### src/rtl/sa_read_cache.sv
module sa_read_cache #(
  parameter int WAYS     = 4,
  parameter int SET_BITS = 2,
  parameter int OFF_BITS = 3,
  parameter int WAY_W    = $clog2(WAYS)
) (
  input  logic                clk,
  input  logic                rst_n,
  input  logic                req_valid,
  input  logic [31:0]         req_addr,
  output logic                req_ready,
  output logic                resp_valid,
  output logic                resp_hit,
  output logic [31:0]         resp_data,
  output logic                mem_req_valid,
  output logic [31:0]         mem_req_addr,
  input  logic                mem_req_ready,
  input  logic                mem_resp_valid,
  input  logic [31:0]         mem_resp_data,
  input  logic [WAY_W-1:0]    repl_way,
  output logic [SET_BITS-1:0] query_set,
  output logic                use_valid,
  output logic [SET_BITS-1:0] use_set,
  output logic [WAY_W-1:0]    use_way
);
  localparam int SETS   = 1 << SET_BITS;
  localparam int TAG_W  = 32 - SET_BITS - OFF_BITS;
  localparam int WOFF_W = OFF_BITS - 2;
  localparam int WPB    = 1 << WOFF_W;
  localparam int CNT_W  = (WOFF_W > 0) ? WOFF_W : 1;

  typedef enum logic [1:0] {S_IDLE, S_LOOK, S_MREQ, S_FILL} state_t;

  state_t                 state_q;
  logic [31:0]            addr_q;
  logic [WAYS-1:0]        valid_q [SETS];
  logic [TAG_W-1:0]       tag_q   [SETS][WAYS];
  logic [31:0]            line_q  [SETS][WAYS][WPB];
  logic [WAY_W-1:0]       fill_way_q;
  logic [CNT_W-1:0]       cnt_q;

  logic [SET_BITS-1:0]    set_w;
  logic [TAG_W-1:0]       tag_w;
  logic [CNT_W-1:0]       word_w;
  logic [WAYS-1:0]        hit_vec;
  logic [WAYS-1:0]        free_vec;
  logic [WAY_W-1:0]       hit_way;
  logic [WAY_W-1:0]       free_way;
  logic                   last_word;

  assign set_w = addr_q[OFF_BITS +: SET_BITS];
  assign tag_w = addr_q[31 -: TAG_W];

  generate
    if (WOFF_W > 0) begin : g_word
      assign word_w = addr_q[2 +: CNT_W];
    end else begin : g_noword
      assign word_w = '0;
    end
  endgenerate

  generate
    for (genvar w = 0; w < WAYS; w++) begin : g_cmp
      assign hit_vec[w] = valid_q[set_w][w] && (tag_q[set_w][w] == tag_w);
    end
  endgenerate

  assign free_vec = ~valid_q[set_w];

  always_comb begin
    hit_way  = '0;
    free_way = '0;
    for (int w = WAYS - 1; w >= 0; w--) begin
      if (hit_vec[w])  hit_way  = WAY_W'(w);
      if (free_vec[w]) free_way = WAY_W'(w);
    end
  end

  assign last_word     = (cnt_q == CNT_W'(WPB - 1));
  assign req_ready     = (state_q == S_IDLE);
  assign mem_req_valid = (state_q == S_MREQ);
  assign mem_req_addr  = {addr_q[31:OFF_BITS], {OFF_BITS{1'b0}}};
  assign query_set     = set_w;

  always_ff @(posedge clk) begin
    if (state_q == S_FILL && mem_resp_valid)
      line_q[set_w][fill_way_q][cnt_q] <= mem_resp_data;
  end

  always_ff @(posedge clk) begin
    if (!rst_n) begin
      state_q    <= S_IDLE;
      addr_q     <= '0;
      fill_way_q <= '0;
      cnt_q      <= '0;
      resp_valid <= 1'b0;
      resp_hit   <= 1'b0;
      resp_data  <= '0;
      use_valid  <= 1'b0;
      use_set    <= '0;
      use_way    <= '0;
      for (int s = 0; s < SETS; s++) valid_q[s] <= '0;
    end else begin
      resp_valid <= 1'b0;
      use_valid  <= 1'b0;
      case (state_q)
        S_IDLE: if (req_valid) begin
          addr_q  <= req_addr;
          state_q <= S_LOOK;
        end
        S_LOOK: if (|hit_vec) begin
          resp_valid <= 1'b1;
          resp_hit   <= 1'b1;
          resp_data  <= line_q[set_w][hit_way][word_w];
          use_valid  <= 1'b1;
          use_set    <= set_w;
          use_way    <= hit_way;
          state_q    <= S_IDLE;
        end else begin
          fill_way_q <= (|free_vec) ? free_way : repl_way;
          cnt_q      <= '0;
          state_q    <= S_MREQ;
        end
        S_MREQ: if (mem_req_ready) state_q <= S_FILL;
        S_FILL: if (mem_resp_valid) begin
          if (cnt_q == word_w) resp_data <= mem_resp_data;
          cnt_q <= cnt_q + 1'b1;
          if (last_word) begin
            valid_q[set_w][fill_way_q] <= 1'b1;
            tag_q[set_w][fill_way_q]   <= tag_w;
            resp_valid <= 1'b1;
            resp_hit   <= 1'b0;
            use_valid  <= 1'b1;
            use_set    <= set_w;
            use_way    <= fill_way_q;
            state_q    <= S_IDLE;
          end
        end
        default: state_q <= S_IDLE;
      endcase
    end
  end
endmodule

### config.mk
export PLATFORM = sky130hd
export DESIGN_NAME = sa_read_cache
export DESIGN_NICKNAME = d
export VERILOG_FILES = /design/src/rtl/sa_read_cache.sv
export SDC_FILE = /design/constraint.sdc
export NUM_CORES = 1
export LEC_CHECK = 0
export BUFFER_PORTS_ARGS = -buffer_cell sky130_fd_sc_hd__buf_2
export CAP_MARGIN = 20
export CORE_MARGIN = 2
export CORE_UTILIZATION = 46
export DETAILED_ROUTE_END_ITERATION = 10
export PLACE_DENSITY = 0.62
export SLEW_MARGIN = 20
export SYNTH_ARGS = -nofsm -noshare
export SYNTH_HDL_FRONTEND = slang
export SYNTH_SLANG_ARGS = --single-unit
### constraint.sdc
create_clock -name clk -period 4 [get_ports clk]
set_input_delay 0 -clock clk [delete_from_list [all_inputs] [get_ports clk]]
set_output_delay 0 -clock clk [all_outputs]
set_load 0.05 [all_outputs]
==> qor.yml <==
final_antenna_net_count: 0
clk_latency_ns: 0.80
yosysTopAreaCell: "edfxtp_1"
synth_cell_types: 73
drt_first_pass_iters: 5
path_buf_inv: 4
htreeDepth: 4
synth.most_common_cell: "edfxtp_1"
violations: "setup timing"
ir_worst_vdd_mv: 0.3929
crit_arrival_ns: 4.75
path_clk_slew_ns: 0.06
place.detailed.hpwl_mm: 96.20
holdPathStages: 4
diodes: 0
ys.warnings.count: 0
fmax_ghz: 0.2491
period_minus_slack_ns: 4.014
die-area_um2: 137200
max_slew.worst_pin.slew_ns: 1.143
io_pins: 146
path_max_fanout: 10
setup_ws_ns: -0.01366
nNetsFinal: 3804
min_path_type: "input pin to flip-flop"
post-route-period-util: 1.003
fin_skew_ns: 0.03713
rows: 134
cp.depth: 13
finalWeightedCongestion: 0.8556
synth_edf_count: 1472
end_kind: "flip-flop"
maxCapViolations: 0
path_class: "flip-flop to flip-flop"
drc_errors: 0
cp.required_ns: 4.74
vias_per_cell: 5.992
grt_antenna_before_repair: 5
netlist_area_um2: 61740
wire_per_inst_um: 29.22
slew_viol_final: 0
drive_above_1_share: 0.2982
synth_common_cells: "edfxtp_1, mux4_2, nand2_1"
syn_inst: 3249
max_stage_delay_ns: 0.65
cts_buffers: 160
synth.top_cells.by_area: "edfxtp_1, mux4_2, dfxtp_1"
path_common_cell: "buf_12"
grt_start_max_net_pins: 137
initial_core_util: 0.4632
first_global_vias: 33582
rsz0062_at_grt: "yes"
synth-async-reset-ratio: 0
die_x_um: 370.4
cp_cell_sequence: "buf_12 -> mux4_2 -> xnor2_4 -> nand2b_1 -> or4_1 -> or4_4 -> and2_2 -> buf_12 -> a21o_1 -> buf_12 -> buf_12 -> o22ai_1 -> o31a_1"
maxSlewHeadroom: 0.2379
startpoint_type: "flip-flop"
grtUsageTotal: 0.2398
critPathSlowestCell: "or4_4"
leakage_nw: 23.77
synthFlopType: "edfxtp_1"
ys_seq_area_frac: 0.7403
power_density_nw_per_um2: 483.0
drtIter0Drc: 3775
ys_ff_latch: 1547
yosysTopAreaCellShare: 0.7160
outcome: "finished with violations"
finalPower_w: 0.03570
cts_sinks: 1547
timing.final.hold_violations: 0
coreArea_um2: 133300
routed_wl_mm: 164.6
worstRegToRegCells: 13
finalSetupViolCount: 2
crit_family: "simple AND/OR/NAND/NOR gates"
io_buffers: 140
grt_overflow: 0
avgSynthCellArea_um2: 19.00
syn2layout_area_growth_pct: 19.70
vias: 33759
post-place-ws_ns: -0.1450
chipHeight_um: 370.4
grt_first_pass_wirelength_mm: 236.8
cts_root_buf: "clkbuf_16"
clk_path_buf_depth: 3
cts_tree: "done"
## sequential cells by signal (all words and copies together), names as in the netlist, named ones only
name        flops
use_set         2
state_q         1
use_way         2
addr_q         30
tag_q         432
cnt_q           1
resp_data      32
resp_hit        1
line_q       1024
valid_q        16
fill_way_q      2
use_valid       1
## area by class of cell
class / instances / area (um^2)
inverters: 10 / 38.79
multi-input cells: 1449 / 15550
flip-flops and latches: 1547 / 45720
well taps: 1768 / 2212
repair buffers: 565 / 4981
clock inverters: 93 / 1101
clock buffers: 202 / 4307
fillers: 10098 / 59390
## report_power, final
group	internal, W	switching [W]	leakage (nW)
logic	0.00106	0.00147	7.20
clock network	0.00902	0.00626	2.63
registers	0.0178	0.0000903	14.0
## metrics by stage
stage,cell area [um^2],TNS [ns],std cells,hold WS (ns),utilization
floorplan,61760,0,3251,0.09887,-
CTS,73290,0,5613,0.04381,0.5499
detailed placement,66400,-1.881,5184,0.2469,0.4981
global placement,66400,-1.648,5184,0.2385,0.4981
global route,73900,-1.538,5634,0.1280,0.5544
finish,73900,-0.01811,5634,0.1548,0.5544
## final timing paths
kind	startpoint	endpoint	slack [ns]
worst max-delay path	flip-flop	resp_data[10]	-0.01
worst min-delay path	req_addr[3]	flip-flop	0.15
worst max register to register	flip-flop	resp_data[10]	-0.01
worst min register to register	addr_q[29]	addr_q[29]	0.51
## cell families (layout without fill, tap and decap cells)
logic type                Yosys count  count (layout)  share of synthesized area
other                               1               3                 0.00006074
DFF                              1547            1547                     0.7403
and+or+nand+nor                   549             549                    0.04461
muxes                             468             468                     0.1455
AOI/OAI and AO/OA                 334             334                    0.03561
buffers and inverters             255             870                    0.02047
xor gates and xnor gates           95              95                    0.01348
## per-layer routing
layer / wire length, um / part of all wire / track usage / up-vias
met5: 21 / 0.00013 / 0 / -
met4: 4788 / 0.029 / 0.07442 / 4
met3: 12570 / 0.076 / 0.04045 / 257
met2: 77720 / 0.47 / 0.3751 / 1476
met1: 69540 / 0.42 / 0.3463 / 17841
li1: - / - / - / 14181
## cell usage in the layout, fill, tap and decap left out, types with 12 or more instances in the layout
cell / Yosys / routed
o31a_1: 13 / 13
xnor2_1: 87 / 72
and3_1: 31 / 31
clkinv_1: 0 / 25
o22ai_1: 16 / 16
nand2b_1: 16 / 14
nor2_1: 111 / 77
buf_4: 51 / 229
nand4_1: 29 / 29
mux2i_1: 110 / 100
nor2b_1: 13 / 13
edfxtp_1: 1472 / 1472
dlygate4sd3_1: 0 / 131
buf_12: 0 / 44
xnor2_2: 0 / 14
nand4b_1: 14 / 14
and2_1: 13 / 12
clkinv_2: 0 / 27
mux4_2: 342 / 342
nor3_1: 37 / 20
a21oi_1: 79 / 79
nor3_2: 0 / 17
nand2_1: 143 / 140
o21ai_0: 87 / 86
bufinv_16: 0 / 21
nand3_1: 89 / 88
mux2_2: 14 / 14
clkbuf_16: 0 / 168
a211oi_1: 22 / 21
clkbuf_1: 127 / 32
o21a_1: 13 / 12
buf_2: 32 / 140
nor2_4: 0 / 33
dfxtp_1: 75 / 70
## timing repair
action,in CTS,in global routing
setup endpoints to repair,22,39
hold buffers,131,0
cloned,2,4
resized for setup,16,73
hold endpoints to repair,1098,0
pin swaps,1,36
setup buffers,1,17
## worst reg2reg max path, stage by stage (launching register included)
cell      delay (ns)
dfxtp_4         0.42
buf_12          0.17
mux4_2          0.58
xnor2_4         0.21
nand2b_1        0.07
or4_1           0.50
or4_4           0.65
and2_2          0.31
buf_12          0.15
a21o_1          0.22
buf_12          0.17
buf_12          0.14
o22ai_1         0.25
o31a_1          0.15
Power figures use the tool's default switching activity.
